--- config.mk ---
export PLATFORM = sky130hd
export DESIGN_NAME = hall_capture_unit
export DESIGN_NICKNAME = d
export VERILOG_FILES = /design/src/rtl/hall_cap_pkg.sv /design/src/rtl/hall_edge_counter.sv /design/src/rtl/hall_bank_store.sv /design/src/rtl/hall_capture_unit.sv
export SDC_FILE = /design/constraint.sdc
export NUM_CORES = 2
export LEC_CHECK = 0
export ABC_AREA = 1
export CORE_ASPECT_RATIO = 1.5
export CORE_MARGIN = 8
export CORE_UTILIZATION = 30
export CTS_CLUSTER_SIZE = 12
export DETAILED_ROUTE_END_ITERATION = 16
export GPL_ROUTABILITY_DRIVEN = 0
export SYNTH_ARGS = -nofsm -noshare
export SYNTH_HDL_FRONTEND = slang
export SYNTH_SLANG_ARGS = --single-unit
--- constraint.sdc ---
create_clock -name clk -period 5.35 [get_ports clk]
set_input_delay 0.535 -clock clk [delete_from_list [all_inputs] [get_ports clk]]
set_output_delay 0.535 -clock clk [all_outputs]
set_load 0.02 [all_outputs]
--- src/rtl/hall_cap_pkg.sv ---
package hall_cap_pkg;
  localparam int NUM_SIG   = 3;   // U, V, W
  localparam int NUM_WORDS = 4;   // words per bank
  localparam int NUM_STORE = 3;   // read, snap A, snap B
  localparam int ADDR_W    = 5;

  // word positions inside a bank
  localparam int WORD_U   = 0;
  localparam int WORD_V   = 1;
  localparam int WORD_W   = 2;
  localparam int WORD_TMR = 3;

  // stored copy index (bank number minus one)
  typedef enum logic [1:0] {
    STORE_READ  = 2'd0,
    STORE_SNAPA = 2'd1,
    STORE_SNAPB = 2'd2
  } store_e;
endpackage

--- src/rtl/hall_edge_counter.sv ---
module hall_edge_counter #(
  parameter int CNT_W = 28
) (
  input  logic             clk,
  input  logic             rst,
  input  logic             clr,
  input  logic             lvl_in,
  output logic             lvl_q,
  output logic [CNT_W-1:0] cnt_q,
  output logic [CNT_W-1:0] hist_rise_q,
  output logic [CNT_W-1:0] hist_fall_q
);
  localparam logic [CNT_W-1:0] CNT_MAX = {CNT_W{1'b1}};

  logic edge_s;
  assign edge_s = lvl_in ^ lvl_q;

  always_ff @(posedge clk) begin
    if (rst) lvl_q <= 1'b0;
    else     lvl_q <= lvl_in;
  end

  always_ff @(posedge clk) begin
    if (rst || clr) begin
      cnt_q       <= '0;
      hist_rise_q <= '0;
      hist_fall_q <= '0;
    end else begin
      if (edge_s)              cnt_q <= '0;
      else if (cnt_q != CNT_MAX) cnt_q <= cnt_q + CNT_W'(1);
      if (edge_s && lvl_in)    hist_rise_q <= cnt_q;
      if (edge_s && !lvl_in)   hist_fall_q <= cnt_q;
    end
  end

  // restart on a level change
  p_restart_r1: assert property (@(posedge clk) disable iff (rst)
    edge_s |=> (cnt_q == '0));
  // one step per clock while no edge
  p_count_step_r1: assert property (@(posedge clk) disable iff (rst)
    (!edge_s && !clr && cnt_q != CNT_MAX) |=> (cnt_q == $past(cnt_q) + CNT_W'(1)));
  // saturation holds
  p_saturate_r2: assert property (@(posedge clk) disable iff (rst)
    (!edge_s && !clr && cnt_q == CNT_MAX) |=> (cnt_q == CNT_MAX));
  // rising history takes the pre-edge count
  p_hist_rise_r8: assert property (@(posedge clk) disable iff (rst)
    (edge_s && lvl_in && !clr) |=> (hist_rise_q == $past(cnt_q)));
  // falling history takes the pre-edge count
  p_hist_fall_r8: assert property (@(posedge clk) disable iff (rst)
    (edge_s && !lvl_in && !clr) |=> (hist_fall_q == $past(cnt_q)));
endmodule

--- src/rtl/hall_bank_store.sv ---
module hall_bank_store
  import hall_cap_pkg::*;
#(
  parameter int DATA_W = 32
) (
  input  logic                                              clk,
  input  logic                                              rst,
  input  logic                                              clr,
  input  logic                                              rd_load,
  input  logic                                              snap_load,
  input  logic [NUM_WORDS-1:0][DATA_W-1:0]                  live_words,
  output logic [NUM_STORE-1:0][NUM_WORDS-1:0][DATA_W-1:0]   stored_q
);
  logic                 snap_ptr_q;  // 0: next snap goes to A
  logic [NUM_STORE-1:0] load_vec;

  always_comb begin
    load_vec              = '0;
    load_vec[STORE_READ]  = rd_load;
    load_vec[STORE_SNAPA] = snap_load && !snap_ptr_q;
    load_vec[STORE_SNAPB] = snap_load &&  snap_ptr_q;
  end

  always_ff @(posedge clk) begin
    if (rst || clr)     snap_ptr_q <= 1'b0;
    else if (snap_load) snap_ptr_q <= ~snap_ptr_q;
  end

  for (genvar b = 0; b < NUM_STORE; b++) begin : g_store
    always_ff @(posedge clk) begin
      if (rst || clr)       stored_q[b] <= '0;
      else if (load_vec[b]) stored_q[b] <= live_words;
    end
  end

  // read copy takes the live words on the strobe edge
  p_read_load_r4: assert property (@(posedge clk) disable iff (rst)
    (rd_load && !clr) |=> (stored_q[STORE_READ] == $past(live_words)));
  // snap target alternates
  p_snap_alt_r6: assert property (@(posedge clk) disable iff (rst)
    (snap_load && !clr) |=> (snap_ptr_q != $past(snap_ptr_q)));
  // clear empties every copy
  p_clear_r10: assert property (@(posedge clk) disable iff (rst)
    clr |=> (stored_q == '0 && !snap_ptr_q));
endmodule

--- src/rtl/hall_capture_unit.sv ---
module hall_capture_unit
  import hall_cap_pkg::*;
#(
  parameter int CNT_W   = 28,
  parameter int TMR_W   = 32,
  parameter int DATA_W  = 32,
  parameter int NUM_EVT = 7
) (
  input  logic               clk,
  input  logic               rst,
  input  logic               u_in,
  input  logic               v_in,
  input  logic               w_in,
  input  logic               dir_in,
  input  logic [NUM_EVT-1:0] evt_pulse,
  input  logic [NUM_EVT-1:0] evt_load_en,
  input  logic               rd_cmd,
  input  logic               snap_en,
  input  logic               snap_in,
  input  logic               cnt_clr,
  input  logic [ADDR_W-1:0]  rd_addr,
  output logic [DATA_W-1:0]  rd_data
);
  logic [NUM_SIG-1:0]                                  lvl_in_vec;
  logic [NUM_SIG-1:0]                                  lvl_q;
  logic [NUM_SIG-1:0][CNT_W-1:0]                       cnt_q;
  logic [NUM_SIG-1:0][CNT_W-1:0]                       hist_rise_q;
  logic [NUM_SIG-1:0][CNT_W-1:0]                       hist_fall_q;
  logic [TMR_W-1:0]                                    tmr_q;
  logic                                                dir_q;
  logic                                                snap_q;
  logic                                                snap_load;
  logic                                                rd_load;
  logic [NUM_WORDS-1:0][DATA_W-1:0]                    live_w;
  logic [NUM_STORE-1:0][NUM_WORDS-1:0][DATA_W-1:0]     stored_q;
  logic [DATA_W-1:0]                                   rd_next;
  logic                                                addr_hole;

  assign lvl_in_vec = {w_in, v_in, u_in};

  for (genvar s = 0; s < NUM_SIG; s++) begin : g_sig
    hall_edge_counter #(.CNT_W(CNT_W)) u_cnt (
      .clk         (clk),
      .rst         (rst),
      .clr         (cnt_clr),
      .lvl_in      (lvl_in_vec[s]),
      .lvl_q       (lvl_q[s]),
      .cnt_q       (cnt_q[s]),
      .hist_rise_q (hist_rise_q[s]),
      .hist_fall_q (hist_fall_q[s])
    );
  end

  always_ff @(posedge clk) begin
    if (rst || cnt_clr) tmr_q <= '0;
    else                tmr_q <= tmr_q + TMR_W'(1);
  end

  always_ff @(posedge clk) begin
    if (rst) begin
      dir_q  <= 1'b0;
      snap_q <= 1'b0;
    end else begin
      dir_q  <= dir_in;
      snap_q <= snap_in;
    end
  end

  assign snap_load = snap_en && snap_in && !snap_q;
  assign rd_load   = rd_cmd || (|(evt_pulse & evt_load_en));

  always_comb begin
    live_w = '0;
    live_w[WORD_U][CNT_W-1:0]   = cnt_q[0];
    live_w[WORD_U][DATA_W-1]    = dir_q;
    live_w[WORD_U][DATA_W-2]    = lvl_q[0];
    live_w[WORD_U][DATA_W-3]    = lvl_q[1];
    live_w[WORD_U][DATA_W-4]    = lvl_q[2];
    live_w[WORD_V][CNT_W-1:0]   = cnt_q[1];
    live_w[WORD_W][CNT_W-1:0]   = cnt_q[2];
    live_w[WORD_TMR][TMR_W-1:0] = tmr_q;
  end

  hall_bank_store #(.DATA_W(DATA_W)) u_store (
    .clk        (clk),
    .rst        (rst),
    .clr        (cnt_clr),
    .rd_load    (rd_load),
    .snap_load  (snap_load),
    .live_words (live_w),
    .stored_q   (stored_q)
  );

  assign addr_hole = rd_addr[4] && (rd_addr[3] || rd_addr[2:1] == 2'b11);

  always_comb begin
    rd_next = '0;
    if (!rd_addr[4]) begin
      if (rd_addr[3:2] == 2'd0) rd_next = live_w[rd_addr[1:0]];
      else                      rd_next = stored_q[rd_addr[3:2] - 2'd1][rd_addr[1:0]];
    end else if (!addr_hole) begin
      if (rd_addr[0]) rd_next[CNT_W-1:0] = hist_fall_q[rd_addr[2:1]];
      else            rd_next[CNT_W-1:0] = hist_rise_q[rd_addr[2:1]];
    end
  end

  always_ff @(posedge clk) begin
    if (rst) rd_data <= '0;
    else     rd_data <= rd_next;
  end

  // timer steps by one and wraps
  p_timer_step_r3: assert property (@(posedge clk) disable iff (rst)
    !cnt_clr |=> (tmr_q == $past(tmr_q) + TMR_W'(1)));
  // unmapped addresses read zero
  p_hole_zero_r11: assert property (@(posedge clk) disable iff (rst)
    addr_hole |=> (rd_data == '0));
  // no snap load while disabled
  p_snap_gate_r6: assert property (@(posedge clk) disable iff (rst)
    (!snap_en && !rd_load && !cnt_clr) |=> $stable(stored_q[STORE_SNAPA]) && $stable(stored_q[STORE_SNAPB]));
endmodule

==> results.cfg <==
[run_status]
status = finished, final reports clean

[layout]
mostFrequentLayoutCell = nand2_1
fin_nets = 4314
area_growth_pct = 9.90
final_cell_mix = 865 x nand2_1, 725 x o21ai_0, 682 x dfxtp_1
fillers = 10800
drive_gt1_share_pct = 4.41

[logic_synthesis]
synth_area_um2 = 30700
postSynthCellCount = 4424
postSynthAreaPerCell_um2 = 6.94
async_flop_share_pct = 0
synth_edf_count = 0
synthFlopType = dfxtp_1
synth_nets = 4464
synth_seq_cells = 682
ys_warn_count = 0
yosysSeqAreaShare_pct = 44.5
ys_types = 39

[pwr]
powerDensity_nw_per_um2 = 312
p_total_mw = 10.5
p_leak_nw = 12.1
vdd_ir_drop_max_mv = 0.224

[timing]
skew_ns = 0.0207
hold_violations = 0
setup_viol_count_final = 0
maxSlewViolCount = 0
worst_slack_ns = 2.28
fin_crit_sh_pct = 57.4
relSlewSlack_pct = 23.7
worst_pin_slew_ns = 1.14
min_period_ns = 3.07
tns_ns = 0
rsz0062_at_grt = false
max_freq_mhz = 325

[worst_setup_path]
crit_buf_inv = 5
crit_type = input pin to register
rr_endpoint = g_sig[1].u_cnt.cnt_q[13]
reg2reg_setup_slack_ns = 2.82
cp_cell_sequence = clkdlybuf4s50_1 -> clkinv_2 -> ha_4 -> clkinv_1 -> buf_4 -> buf_4 -> nand2_1 -> nand2_1 -> a21oi_1
slowest_delay_ns = 0.76
slowest_stage = clkdlybuf4s50_1
end_kind = register
cpLargestDelayFamily = buffers and inverters
arrival_ns = 3.61
endpoint = rd_data[8]
crit_path_max_fanout = 29
worst_ep_required_time_ns = 5.89
start_kind = input pin
rr_startpoint = g_sig[1].u_cnt.cnt_q[0]
path_depth = 9
rr_worst_depth = 9
crit_start = rd_addr[2]

[hold_path]
hp-class = register to register

[die]
io_pins = 61
die_y_um = 408
start_util_pct = 30.3
die_width_um = 277
rows = 143
coreArea_um2 = 101000
fp.dieArea_um2 = 113000

[route]
dr.pass1.iters = 6
avgViaCountPerCell = 5.42
ant_nets = 0
dr.first_iter.drc_count = 3046
vias = 30300
drc = 0
post_drt_wl_per_cell_um = 21.7
finalWirelength_um = 121000

[cts]
cts-htree-levels = 3
cts_root_buf = clkbuf_16
post_cts_buffers = 0
cts_hold_buffers = 0
cts_resized = 0
cts_tree = done
clkLatencyLatePin_ns = 0.63
clk_pin_slew_ns = 0.06
cts_sinks = 682
clockBufferDepth = 3
cts_buffers = 67

[place]
dp_slack_ns = 1.75
dp_hpwl_um = 79400
io_buffers = 60

[run]
cap_viol_max_count = 0

[global_route]
grt_pass1_vias = 28100
use_met2_pct = 35.5
antenna_found_initial = 1
grt_max_degree = 180
grt.met3_usage_pct = 3.29
grt_overflow = 0
grt_pass1_wl_um = 180000
grt.busiest_layer = met2
grt_use_total_pct = 20.5
grtUsageMet1_pct = 23.7
==> flip-flops by register name (all words and copies together), names as in the netlist <==
signal and count:
u_store.stored_q 360, g_sig.u_cnt.cnt_q 84, g_sig.u_cnt.hist_fall_q 84, g_sig.u_cnt.hist_rise_q 84, rd_data 32, tmr_q 32
g_sig.u_cnt.lvl_q 3, dir_q 1, snap_q 1, u_store.snap_ptr_q 1
==> cells by family (layout without fill, tap and decap cells) <==
kind of cell | Yosys count | count (layout) | share of synthesized area (%)
xor gates and xnor gates | 22 | 22 | 0.628
AOI/OAI and AO/OA | 1328 | 1328 | 22.1
and+or+nand+nor | 1812 | 1812 | 24.7
other | 0 | 1 | 0
DFF | 682 | 682 | 44.5
buffers and inverters | 569 | 430 | 7.74
adders and majority gates | 11 | 11 | 0.448
==> layout make-up <==
class	instances	area [µm²]	area share (%)
Multi-Input combinational cell	3173	14700	43.6
Sequential cell	682	13700	40.5
Clock buffer	73	1720	5.10
Tap cell	1305	1630	4.84
Timing Repair Buffer	96	975	2.89
Inverter	254	970	2.87
Clock inverter	7	76.3	0.226
Antenna cell	1	2.50	0.00742
==> cell usage after synthesis (6+ instances only) <==
cell type,count,share of area (%)
o21ai_0,725,12
nand4_1,15,0.31
ha_1,11,0.45
a31oi_1,29,0.59
inv_1,239,2.9
clkbuf_1,167,2.0
buf_4,13,0.32
nand2_1,866,11
buf_6,6,0.22
o21ai_1,11,0.18
dfxtp_1,682,44
nor3_1,44,0.72
nor2_4,6,0.22
xor2_1,18,0.51
inv_2,12,0.15
nand3_1,350,5.7
nor3_2,9,0.29
nor2_1,491,6.0
nor2_2,10,0.20
nand2_2,9,0.18
buf_2,115,1.9
o22ai_1,44,0.90
buf_1,13,0.16
nand3_2,7,0.23
a21oi_1,509,8.3
==> worst min-delay path by stage <==
| stage | depth (start not counted) | slack, ns | endpoint | start |
|---|---|---|---|---|
| 6_report | 2 | 0.45 | u_store.stored_q[330] | u_store.stored_q[330] |
| 5_1_grt | 2 | 0.47 | u_store.stored_q[298] | u_store.stored_q[298] |
| 4_1_cts | 2 | 0.45 | u_store.stored_q[306] | u_store.stored_q[306] |
| 3_5_place_dp | 2 | 0.44 | u_store.stored_q[306] | u_store.stored_q[306] |
| 3_3_place_gp | 2 | 0.44 | u_store.stored_q[306] | u_store.stored_q[306] |
| 2_1_floorplan | 2 | 0.42 | u_store.stored_q[266] | u_store.stored_q[266] |
==> routing by layer <==
layer  part of all wire [%]  vias up
met5                      0        -
met4                    6.1        0
met3                    6.8      347
met2                     49     1326
met1                     38    14200
li1                       -    14400
==> where the power goes <==
group | switching (mW) | internal [mW]
clock network | 2.06 | 2.28
logic | 0.687 | 0.250
registers | 0.0609 | 5.18
==> metrics by stage <==
step,std cells,hold slack (ns),area (µm²),util (%)
6_report,5591,0.451,33700,33.3
5_1_grt,5590,0.471,33700,33.3
4_1_cts,5590,0.452,33700,33.3
3_5_place_dp,5510,0.443,31900,31.5
3_3_place_gp,5510,0.435,31900,31.5
2_1_floorplan,4424,0.425,30700,-
==> worst min-delay path, delay by kind of cell, from the launching register on <==
family / cells / cell delay, ns
compound gates: 1 / 0.05
flops: 1 / 0.30
buf+inv: 1 / 0.06
Power figures use the tool's default switching activity.
